## src/rtl/oscdiv_pkg.sv

```systemverilog
package oscdiv_pkg;
    localparam int DATA_W   = 8;
    localparam int TRIM_W   = 7;
    localparam int PRE_DIV  = 4;
    localparam int POST_MAX = 8;
    localparam int POST_W   = $clog2(POST_MAX);

    localparam logic ADDR_CTRL = 1'b0;
    localparam logic ADDR_TRIM = 1'b1;

    typedef enum logic [1:0] {
        DIV_1 = 2'd0,
        DIV_2 = 2'd1,
        DIV_4 = 2'd2,
        DIV_8 = 2'd3
    } div_sel_t;

    // Bit 3 osc enable, bit 2 suspend, bits 1:0 divide select
    typedef struct packed {
        logic     osc_en;
        logic     suspend;
        div_sel_t div;
    } ctrl_t;

    localparam int CTRL_W = $bits(ctrl_t);

    function automatic logic [POST_W:0] ratio_of(div_sel_t d);
        return (POST_W+1)'(1) << d;
    endfunction
endpackage

```

## src/rtl/oscdiv_wake_sync.sv

```systemverilog
module oscdiv_wake_sync #(
    parameter int STAGES = 2
) (
    input  logic clk_i,
    input  logic rst_i,
    input  logic pin_i,
    output logic edge_o
);
    logic [STAGES-1:0] sync_q;
    logic              prev_q;

    always_ff @(posedge clk_i) begin
        if (rst_i) begin
            sync_q <= '0;
            prev_q <= 1'b0;
        end else begin
            sync_q <= {sync_q[STAGES-2:0], pin_i};
            prev_q <= sync_q[STAGES-1];
        end
    end

    assign edge_o = sync_q[STAGES-1] ^ prev_q;
endmodule

```

## src/rtl/oscdiv_divider.sv

```systemverilog
module oscdiv_divider
    import oscdiv_pkg::*;
#(
    parameter int PRE_DIV_P = oscdiv_pkg::PRE_DIV,
    localparam int PRE_W    = $clog2(PRE_DIV_P)
) (
    input  logic     clk_i,
    input  logic     rst_i,
    input  logic     run_i,
    input  div_sel_t div_i,
    output logic     tick_o
);
    logic [PRE_W-1:0]  pre_cnt;
    logic [POST_W-1:0] post_cnt;
    div_sel_t          sel_q;
    logic              tick_q;
    logic              pre_tick, post_last, terminal;

    assign pre_tick  = (pre_cnt == PRE_W'(PRE_DIV_P - 1));
    assign post_last = ({1'b0, post_cnt} == (ratio_of(sel_q) - (POST_W+1)'(1)));
    assign terminal  = pre_tick & post_last;

    always_ff @(posedge clk_i) begin
        if (rst_i) begin
            pre_cnt  <= '0;
            post_cnt <= '0;
            sel_q    <= DIV_8;
            tick_q   <= 1'b0;
        end else begin
            tick_q <= run_i & terminal;
            if (run_i) begin
                pre_cnt <= pre_tick ? '0 : pre_cnt + 1'b1;
                if (pre_tick)
                    post_cnt <= post_last ? '0 : post_cnt + 1'b1;
                if (terminal)
                    sel_q <= div_i;
            end
        end
    end

    assign tick_o = tick_q;

    AST_PULSE_ONE: assert property (@(posedge clk_i) disable iff (rst_i)
        tick_q |=> !tick_q);
    AST_RATIO_HOLD: assert property (@(posedge clk_i) disable iff (rst_i)
        !terminal |=> $stable(sel_q));
    AST_COUNT_FROZEN: assert property (@(posedge clk_i) disable iff (rst_i)
        !run_i |=> ($stable(pre_cnt) && $stable(post_cnt)));
endmodule

```

## src/rtl/oscdiv_regs.sv

```systemverilog
module oscdiv_regs
    import oscdiv_pkg::*;
#(
    parameter logic [TRIM_W-1:0] TRIM_RST = 7'h40
) (
    input  logic              clk_i,
    input  logic              rst_i,
    input  logic              wr_en_i,
    input  logic              addr_i,
    input  logic [DATA_W-1:0] wdata_i,
    input  logic              wake_edge_i,
    output ctrl_t             ctrl_o,
    output logic [TRIM_W-1:0] trim_o,
    output logic [DATA_W-1:0] rdata_o
);
    ctrl_t             ctrl_q;
    logic [TRIM_W-1:0] trim_q;
    logic              wr_ctrl, wr_trim;

    assign wr_ctrl = wr_en_i & (addr_i == ADDR_CTRL);
    assign wr_trim = wr_en_i & (addr_i == ADDR_TRIM) & ~ctrl_q.osc_en;

    always_ff @(posedge clk_i) begin
        if (rst_i) begin
            ctrl_q <= '{osc_en: 1'b1, suspend: 1'b0, div: DIV_8};
            trim_q <= TRIM_RST;
        end else begin
            if (wr_ctrl)
                ctrl_q <= ctrl_t'(wdata_i[CTRL_W-1:0]);
            else if (wake_edge_i)
                ctrl_q.suspend <= 1'b0;
            if (wr_trim)
                trim_q <= wdata_i[TRIM_W-1:0];
        end
    end

    always_comb begin
        if (addr_i == ADDR_CTRL)
            rdata_o = {{(DATA_W-CTRL_W){1'b0}}, ctrl_q};
        else
            rdata_o = {{(DATA_W-TRIM_W){1'b0}}, trim_q};
    end

    assign ctrl_o = ctrl_q;
    assign trim_o = trim_q;

    AST_SUSP_HOLD: assert property (@(posedge clk_i) disable iff (rst_i)
        (ctrl_q.suspend && !wake_edge_i && !wr_ctrl) |=> ctrl_q.suspend);
    AST_WAKE_CLEAR: assert property (@(posedge clk_i) disable iff (rst_i)
        (ctrl_q.suspend && wake_edge_i && !wr_ctrl) |=> !ctrl_q.suspend);
    AST_TRIM_LOCK: assert property (@(posedge clk_i) disable iff (rst_i)
        ctrl_q.osc_en |=> $stable(trim_q));
endmodule

```

## src/rtl/osc_clk_div.sv

```systemverilog
module osc_clk_div
    import oscdiv_pkg::*;
#(
    parameter logic [TRIM_W-1:0] TRIM_RST = 7'h40,
    parameter int SYNC_STAGES = 2,
    parameter int PRE_DIV_P   = oscdiv_pkg::PRE_DIV
) (
    input  logic              clk_i,
    input  logic              rst_i,
    input  logic              wr_en_i,
    input  logic              addr_i,
    input  logic [DATA_W-1:0] wdata_i,
    output logic [DATA_W-1:0] rdata_o,
    input  logic              wake_pin_i,
    output logic              clk_en_o,
    output logic              osc_en_o,
    output logic [TRIM_W-1:0] trim_o
);
    ctrl_t ctrl;
    logic  wake_edge;
    logic  tick;

    oscdiv_wake_sync #(.STAGES(SYNC_STAGES)) u_sync (
        .clk_i (clk_i),
        .rst_i (rst_i),
        .pin_i (wake_pin_i),
        .edge_o(wake_edge)
    );

    oscdiv_regs #(.TRIM_RST(TRIM_RST)) u_regs (
        .clk_i      (clk_i),
        .rst_i      (rst_i),
        .wr_en_i    (wr_en_i),
        .addr_i     (addr_i),
        .wdata_i    (wdata_i),
        .wake_edge_i(wake_edge),
        .ctrl_o     (ctrl),
        .trim_o     (trim_o),
        .rdata_o    (rdata_o)
    );

    oscdiv_divider #(.PRE_DIV_P(PRE_DIV_P)) u_div (
        .clk_i (clk_i),
        .rst_i (rst_i),
        .run_i (~ctrl.suspend),
        .div_i (ctrl.div),
        .tick_o(tick)
    );

    // The tick register may already be set at the suspend write edge; mask it
    assign clk_en_o = tick & ~ctrl.suspend;
    assign osc_en_o = ctrl.osc_en;

    AST_RESUME_QUIET: assert property (@(posedge clk_i) disable iff (rst_i)
        $fell(ctrl.suspend) |-> !tick);
endmodule

```

## config.mk

```make
export PLATFORM = sky130hd
export DESIGN_NAME = osc_clk_div
export DESIGN_NICKNAME = d
export VERILOG_FILES = /design/src/rtl/oscdiv_pkg.sv /design/src/rtl/oscdiv_wake_sync.sv /design/src/rtl/oscdiv_divider.sv /design/src/rtl/oscdiv_regs.sv /design/src/rtl/osc_clk_div.sv
export SDC_FILE = /design/constraint.sdc
export NUM_CORES = 1
export LEC_CHECK = 0
export BUFFER_PORTS_ARGS = -buffer_cell sky130_fd_sc_hd__buf_4
export CORE_MARGIN = 2
export CORE_UTILIZATION = 52
export CTS_BUF_LIST = sky130_fd_sc_hd__clkbuf_8
export CTS_CLUSTER_SIZE = 40
export DETAILED_ROUTE_END_ITERATION = 8
export PLACE_DENSITY_LB_ADDON = 0.15
export SLEW_MARGIN = 0
export SYNTH_ARGS = -nofsm -noshare
export SYNTH_HDL_FRONTEND = slang
export SYNTH_SLANG_ARGS = --single-unit
export TNS_END_PERCENT = 20
```

## constraint.sdc

```tcl
create_clock -name clk_i -period 1.75 [get_ports clk_i]
set_input_delay 0.35 -clock clk_i [delete_from_list [all_inputs] [get_ports clk_i]]
set_output_delay 0.35 -clock clk_i [all_outputs]
set_load 0.01 [all_outputs]
```

==> results of run 1 <==
-- through the flow --
| step | hold slack, ps | util, % |
|---|---|---|
| floorplan | 413.8 | - |
| global placement | 424.9 | 67.94 |
| detailed placement | 434.9 | 67.94 |
| CTS | 307.9 | 71.99 |
| global route | 313.1 | 71.99 |
| finish | 309.0 | 71.99 |
-- cell usage in the layout (no fill, tap or decap), types with 2 or more instances in the layout --
cell type	netlist	layout
clkbuf_8	0	3
inv_1	2	2
nor3b_1	2	2
mux2i_1	9	9
nor2_1	14	14
and2_1	3	3
nor3_1	2	2
dfxtp_1	22	22
nor2b_1	8	8
a211o_1	4	4
nand2_1	3	3
and2b_1	3	3
a21oi_1	5	5
mux2_2	4	4
nand3b_1	2	2
ha_1	2	2
buf_4	1	27
-- registers in the layout, summed over array words and instances, names as in the netlist --
name            cells
u_div.pre_cnt       2
u_div.sel_q         2
u_div.post_cnt      3
u_regs.ctrl_o       4
u_regs.trim_o       7
u_div.tick_o        1
u_sync.prev_q       1
u_sync.sync_q       2
-- cell families after synthesis --
logic type | after synthesis | synth area share (%)
flip-flops | 22 | 44.28
buffers and inverters | 8 | 3.774
multiplexers | 14 | 14.97
adder cells (fa/ha/maj) | 2 | 2.515
other | 1 | 0.3770
AO/OA/AOI/OAI | 12 | 8.175
XOR/XNOR | 1 | 0.8807
AND/OR/NAND/NOR | 42 | 25.03
-- area by class of cell --
class | instances | area, um^2
clock inverters | 1 | 30.03
multi-input cells | 72 | 516.7
well taps | 25 | 31.28
flip-flops and latches | 22 | 440.4
fillers | 145 | 494.2
repair buffers | 27 | 202.7
clock buffers | 3 | 41.29
inverters | 2 | 7.507
-- where the power goes --
part / total (mW) / internal, mW / switching, mW
Sequential: 0.544 / 0.523 / 0.0201
Combinational: 0.128 / 0.0713 / 0.0564
Clock: 0.459 / 0.305 / 0.154
Total: 1.13 / 0.900 / 0.230
-- worst max path at each step --
| stage | from | endpoint | slack, ps |
|---|---|---|---|
| 2_1_floorplan | u_div.post_cnt[2] | u_div.sel_q[0] | 530 |
| 3_3_place_gp | addr_i | u_regs.trim_o[6] | 380 |
| 3_5_place_dp | addr_i | u_regs.trim_o[6] | 380 |
| 4_1_cts | u_regs.ctrl_o[2] | rdata_o[2] | 340 |
| 5_1_grt | u_div.post_cnt[2] | u_div.sel_q[1] | 290 |
| 6_report | u_regs.ctrl_o[2] | rdata_o[2] | 340 |
-- routing by layer --
layer | up-vias | global-route usage (%) | wire length, um
met5 | - | 0 | 0
met4 | 0 | 4.865 | 10
met3 | 2 | 4.151 | 94
met2 | 19 | 27.73 | 886
met1 | 356 | 22.04 | 808
li1 | 394 | - | -
==> run metrics, run 1 <==
leak pwr 0.5869 nW; WHS Path Cells 2; largest net degree at the start of global routing 25; vias in the first global route 666; hold_sp wdata_i[3]; Finished Cell Area 1270 um^2; Worst path max stage delay 380 ps; worst setup margin 341.7 ps; Initial DRC Count 3; Most used DFF post-synth dfxtp_1; clk sinks 22; H-tree depth 1; Synth top area share 44.28%; Port Buffers 27; area delta synth->final 27.67%; RSZ-0062 raised after global routing false; Distinct cells, synth 29; clock skew 6.552 ps; HPWL after DPL 1324 um; # resized after CTS 0; Post-route DRC 0; CTS tree built; worst min path class primary input to register; critical path class register to output port; Crit path required time 1400 ps; achievable frequency 0.7101 GHz; Tcrit/Tclk final 80.48%; Reg clk slew, reported paths 80 ps; CP Depth 2; top-count cell post-synth dfxtp_1; register bit total from synthesis 22; Syn. warnings 0; Syn Std Cell Area 994.7 um^2; r2r worst-path depth 4; DR vias 771; CP Max Fanout 7; delay-heaviest family, CP flip-flops; post-synthesis sequential area ratio 44.28%; Max Slew Vio Count 0; Die Width 47.74 um; largest area contributor in the netlist dfxtp_1; EDFF count, synth 0; Starting Density 56.38%; Non-Filler Instances 152; DP Area 1199 um^2; WP buf/inv 1; worst flop-to-flop path endpoint u_div.sel_q[1]; root buffer cell clkbuf_8; # setup viols final 0; share of cells above drive strength 1 30.71%; Vias/cell 5.072; antenna diode count 0; IO Pins 30; First-pass DRT Iterations 5; Worst path slowest cell dfxtp_1; drt total wl 1801 um; worst-case clock buffer depth 2; critical path cell sequence mux2_2 > buf_4; Antenna Nets Post-Route 0; reg2reg start u_div.post_cnt[2]; R2R setup slack 380 ps; Die Y-Extent 47.74 um; first-pass GRT wire length 2753 um; cts hold-fix bufs 0; Placed Cells incl. Taps 148; initial antenna violation count 0; Async SR Flop Fraction 0%; DP Worst Slack 383.3 ps; Post-Syn Nets 117; # rows 15; WP data arrival 1060 ps; CTS Buf Count 3; TNS Setup 0 ps; grt ovf 0; Worst Hold End u_regs.ctrl_o[3]; critical path startpoint category register; max-cap violations 0; GRT Total Usage 16.90%; Power Total 1.130 mW; min cycle time layout 1408 ps; top post-synthesis cells by area dfxtp_1 44%, mux2i_1 9.1%, nor2_1 5.3%; final net count 143; Routed WL per cell 11.85 um; synth cell count leaders 22 x dfxtp_1, 14 x nor2_1, 9 x mux2i_1; maximum VDD drop 0.0005080 V; die area 2279 um^2; core area 1764 um^2; Clock Latency Late Sink 260 ps; status completed; placer's final routability congestion estimate 0.7396; pwr/cell area 889.9 nW/um^2; post-CTS setup buffers 0; Syn Area/Cell 9.752 um^2; Final Hold Fails 0; Mapped Cells 102; CP Capture Type output port
No activity file was read; power rests on OpenSTA's default activity.
==> inputs of run 2 (changes only) <==
==> constraint.sdc (replaced) <==
create_clock -name clk_i -period 1.4 [get_ports clk_i]
set_input_delay 0.28 -clock clk_i [delete_from_list [all_inputs] [get_ports clk_i]]
set_output_delay 0.28 -clock clk_i [all_outputs]
set_load 0.01 [all_outputs]
==> run 2 against run 1 <==
Compared with the run above:
- combinational power rose by 26%
- sequential power rose by 25%
- die area did not move
- power rose by 27%
- first-iteration DRC count rose to 3.7 times the previous value
- worst setup slack got worse by 290 ps
- highest routed layer unchanged
- clock skew fell by 2.1 ps
- critical path depth did not move
- flip-flop and latch count did not move
==> run metrics, run 2 (same netlist as run 1, synthesis figures left out) <==
final net count 145; H-tree depth 1; Reg clk slew, reported paths 80 ps; worst flop-to-flop path endpoint u_div.sel_q[1]; die area 2279 um^2; worst-case clock buffer depth 2; R2R setup slack 70 ps; clock skew 4.443 ps; Placed Cells incl. Taps 149; RSZ-0062 raised after global routing false; critical path startpoint category register; Die Y-Extent 47.74 um; achievable frequency 0.7395 GHz; Met3 Wirelength 108 um; # rows 15; TNS Setup 0 ps; CP Max Fanout 7; Post-route DRC 0; initial antenna violation count 0; GRT Total Usage 19.78%; Worst Setup EP rdata_o[2]; met1 wire length 838 um; Final Hold Fails 0; DR vias 811; CP Capture Type output port; First-pass DRT Iterations 4; min cycle time layout 1352 ps; Starting Density 56.38%; worst min path class primary input to register; Die Width 47.74 um; grt ovf 0; reg2reg start u_div.sel_q[0]; fillers 150; commonest non-fill, non-tap cell in the layout buf_4; leading cell types in the layout, fill and taps excluded 29 x buf_4, 20 x dfxtp_1, 14 x nor2_1; drt total wl 1870 um; pwr/cell area 1112 nW/um^2; root buffer cell clkbuf_8; Tcrit/Tclk final 96.59%; # setup viols final 0; vias in the first global route 691; max-cap violations 0; maximum VDD drop 0.0007396 V; Routed WL per cell 12.14 um; share of cells above drive strength 1 33.33%; placer's final routability congestion estimate 0.7632; Port Buffers 27; Initial DRC Count 11; Max Slew Vio Count 0; Power Total 1.431 mW; CP Launch Point u_regs.ctrl_o[2]; met2 WL 874 um; WP data arrival 1070 ps; r2r worst-path depth 4; Antenna Nets Post-Route 0; number of flip-flops in the largest register 7; clk sinks 22; largest net degree at the start of global routing 25; CTS Buf Count 3; HPWL after DPL 1333 um; area delta synth->final 29.43%; Non-Filler Instances 154; status completed; antenna diode count 0; DP Worst Slack 55.20 ps; Vias/cell 5.266; highest routed layer met4; critical path class register to output port; leak pwr 0.5942 nW; core area 1764 um^2; CTS tree built; first-pass GRT wire length 3022 um; worst setup margin 47.77 ps; IO Pins 30; Clock Latency Late Sink 270 ps; Crit path required time 1120 ps
run 2: changes by cell type in the layout (fill, tap and decap cells not counted), sizes merged:
| cell | before | now |
|---|---|---|
| buf | 27 | 29 |
run 2: cell type report:
type,instances,area (um^2),area share [%]
Inverter,2,7.507,0.5831
Multi-Input combinational cell,72,516.7,40.14
Clock buffer,3,41.29,3.207
Tap cell,25,31.28,2.430
Sequential cell,22,442.9,34.40
Timing Repair Buffer,29,217.7,16.91
Clock inverter,1,30.03,2.332
run 2: stage by stage:
stage / util [%] / area, um^2 / hold slack, ps
2_1_floorplan: - / 994.7 / 351.6
3_3_place_gp: 68.37 / 1206 / 417.7
3_5_place_dp: 68.37 / 1206 / 453.8
4_1_cts: 72.41 / 1277 / 211.4
5_1_grt: 72.98 / 1287 / 226.7
6_report: 72.98 / 1287 / 217.2
run 2: worst max-delay path, cell delays in order, from the launching register on:
cell and delay (ps):
dfxtp_1 380, mux2_2 280, buf_4 140
run 2: how the worst min path moves through the flow:
| stage | start | endpoint | cells after the start |
|---|---|---|---|
| 2_1_floorplan | rst_i | u_sync.prev_q | 1 |
| 3_3_place_gp | u_sync.sync_q[0] | u_sync.sync_q[1] | 1 |
| 3_5_place_dp | u_sync.sync_q[0] | u_sync.sync_q[1] | 1 |
| 4_1_cts | wake_pin_i | u_sync.sync_q[0] | 2 |
| 5_1_grt | wdata_i[1] | u_regs.ctrl_o[1] | 2 |
| 6_report | wake_pin_i | u_sync.sync_q[0] | 2 |
run 2: where the power goes:
group / internal (mW) / leakage (nW) / total (mW) / switching [mW]
sequential: 0.654 / 0.179 / 0.679 / 0.0253
clock: 0.382 / 0.0357 / 0.591 / 0.209
combinational: 0.0901 / 0.380 / 0.161 / 0.0710
total: 1.13 / 0.594 / 1.43 / 0.305
run 2: what timing repair did:
action                                 in CTS  in global routing
setup buffers                               0                  1
setup endpoints to repair                   0                  2
endpoints found under the hold margin       0                  0
hold buffers                                0                  0
gates resized for setup                     0                  2
run 2: per-layer routing:
metal	GRT usage (%)	vias up
met1	24.01	379
met4	12.97	0
met5	0	-
li1	-	403
met3	5.660	5
met2	30.40	24
==> inputs of run 3 (changes only) <==
--- a/config.mk
+++ b/config.mk
@@ -6,8 +6,11 @@
 export NUM_CORES = 1
 export LEC_CHECK = 0
 export BUFFER_PORTS_ARGS = -buffer_cell sky130_fd_sc_hd__buf_4
+export CELL_PAD_IN_SITES_DETAIL_PLACEMENT = 1
+export CELL_PAD_IN_SITES_GLOBAL_PLACEMENT = 2
+export CORE_ASPECT_RATIO = 1.75
 export CORE_MARGIN = 2
-export CORE_UTILIZATION = 52
+export CORE_UTILIZATION = 31
 export CTS_BUF_LIST = sky130_fd_sc_hd__clkbuf_8
 export CTS_CLUSTER_SIZE = 40
 export DETAILED_ROUTE_END_ITERATION = 8
==> run 3 against run 2 <==
Compared with the run above:
- global-route usage shrank 6.6 points
- sequential power about the same
- fmax up 0.22%
- power shrank 15%
- clock power down 36%
- design area is the same
- flip-flop and latch count unchanged
- largest power group unchanged
- highest routed layer unchanged
==> run metrics, run 3 (same netlist as run 1, synthesis figures left out) <==
status completed; worst flop-to-flop path endpoint u_div.sel_q[0]; R2R setup slack 50 ps; largest net degree at the start of global routing 25; Die Y-Extent 78.94 um; cts hold-fix bufs 0; vias in the first global route 822; HPWL after DPL 1729 um; delay-heaviest family, CP flip-flops; min cycle time layout 1349 ps; root buffer cell clkbuf_8; Port Buffers 27; Finished Cell Area 1287 um^2; Hold WS 233.0 ps; CP Capture Type register; switching power 0.2840 mW; fillers 382; DP Worst Slack 8.335 ps; Routed WL per cell 12.90 um; Power Total 1.221 mW; Worst path slowest cell dfxtp_1; power share of the combinational group 13.4%; Starting Density 32.00%; CP Max Fanout 6; H-tree depth 1; reg2reg start u_div.post_cnt[1]; IO Pins 30; clk sinks 22; CTS tree built; Antenna Nets Post-Route 0; final net count 146; Reg clk slew, reported paths 70 ps; CP Depth 4; Final Hold Fails 0; max-cap violations 0; First-pass DRT Iterations 4; r2r worst-path depth 4; FF+latch area 442.9 um^2; WP buf/inv 0; grt ovf 0; initial antenna violation count 0; worst setup margin 50.69 ps; critical path cell sequence and3b_1 > o21ai_1 > a21oi_2 > mux2i_1; Post-route DRC 0; CTS Buf Count 3; area delta synth->final 29.43%; DR vias 813; pwr/cell area 948.7 nW/um^2; # setup viols final 0; WHS Path Cells 2; clock skew 2.068 ps; Non-Filler Instances 172; Worst Setup EP u_div.sel_q[0]; worst min path class primary input to register; critical path startpoint category register; share of cells above drive strength 1 33.33%; WP data arrival 1530 ps; antenna diode count 0; Placed Cells incl. Taps 168; placer's final routability congestion estimate 0.6343; Tcrit/Tclk final 96.38%; worst-case clock buffer depth 2; DP Area 1236 um^2; critical path class register to register; Vias/cell 4.727; GRT Total Usage 13.23%; Max Slew Vio Count 0; Clock power frac 30.8%; drt total wl 2219 um; leading cell types in the layout, fill and taps excluded 30 x buf_4, 20 x dfxtp_1, 14 x nor2_1; Flop pwr share 55.8%; Die Width 46.82 um; Initial DRC Count 5; first-pass GRT wire length 3588 um; leak pwr 0.5852 nW; TNS Setup 0 ps; Crit path required time 1580 ps; maximum VDD drop 0.0004583 V; die area 3696 um^2; CP Launch Point u_div.post_cnt[1]; # rows 27; achievable frequency 0.7411 GHz; internal power 0.9374 mW; multi-input logic area 516.7 um^2; Clock Latency Late Sink 260 ps; commonest non-fill, non-tap cell in the layout buf_4; Worst path max stage delay 460 ps; number of flip-flops in the largest register 7; switch share 23.25%; core area 3108 um^2; final core utilization 41.43%
## run 3: area by class of cell
| cell class | instances | area share [%] |
|---|---|---|
| clock buffers | 3 | 3.207 |
| repair buffers | 30 | 17.49 |
| inverters | 2 | 0.5831 |
| flip-flops and latches | 22 | 34.40 |
| well taps | 43 | 4.179 |
| multi-input cells | 72 | 40.14 |
## run 3: worst register-to-register path, stage by stage (launching register included)
cell and delay (ps):
dfxtp_1 460, and3b_1 220, o21ai_1 150, a21oi_2 240
mux2i_1 210
## run 3: timing repair
item,4_1_cts,5_1_grt
resized for setup,0,2
buffers inserted,0,1
endpoints found under the setup margin,1,4
pin swaps,1,2
## run 3: worst min-delay path by stage
stage                     startpoint  slack (ps)          endpoint
floorplan                      rst_i         350     u_sync.prev_q
global placement    u_regs.trim_o[6]         470  u_regs.trim_o[6]
detailed placement  u_sync.sync_q[0]         470  u_sync.sync_q[1]
CTS                       wdata_i[3]         230  u_regs.ctrl_o[3]
global route              wdata_i[3]         220  u_regs.ctrl_o[3]
finish                    wdata_i[1]         230  u_regs.ctrl_o[1]
## run 3: power groups by stage
stage | Combinational, mW | Sequential, mW | Clock, mW
2_1_floorplan | 0.0999 | 0.690 | 0
3_3_place_gp | 0.161 | 0.694 | 0
3_5_place_dp | 0.167 | 0.696 | 0
4_1_cts | 0.168 | 0.682 | 0.404
5_1_grt | 0.183 | 0.686 | 0.424
6_report | 0.163 | 0.682 | 0.376
## run 3: metal layers
layer  vias up  part of all wire (%)  global-route usage, %
met5         -                     0                      0
met4         0                   2.4                  6.667
met3         5                   3.5                  2.045
met2        20                    58                  24.25
met1       389                    36                  13.17
li1        399                     -                      -
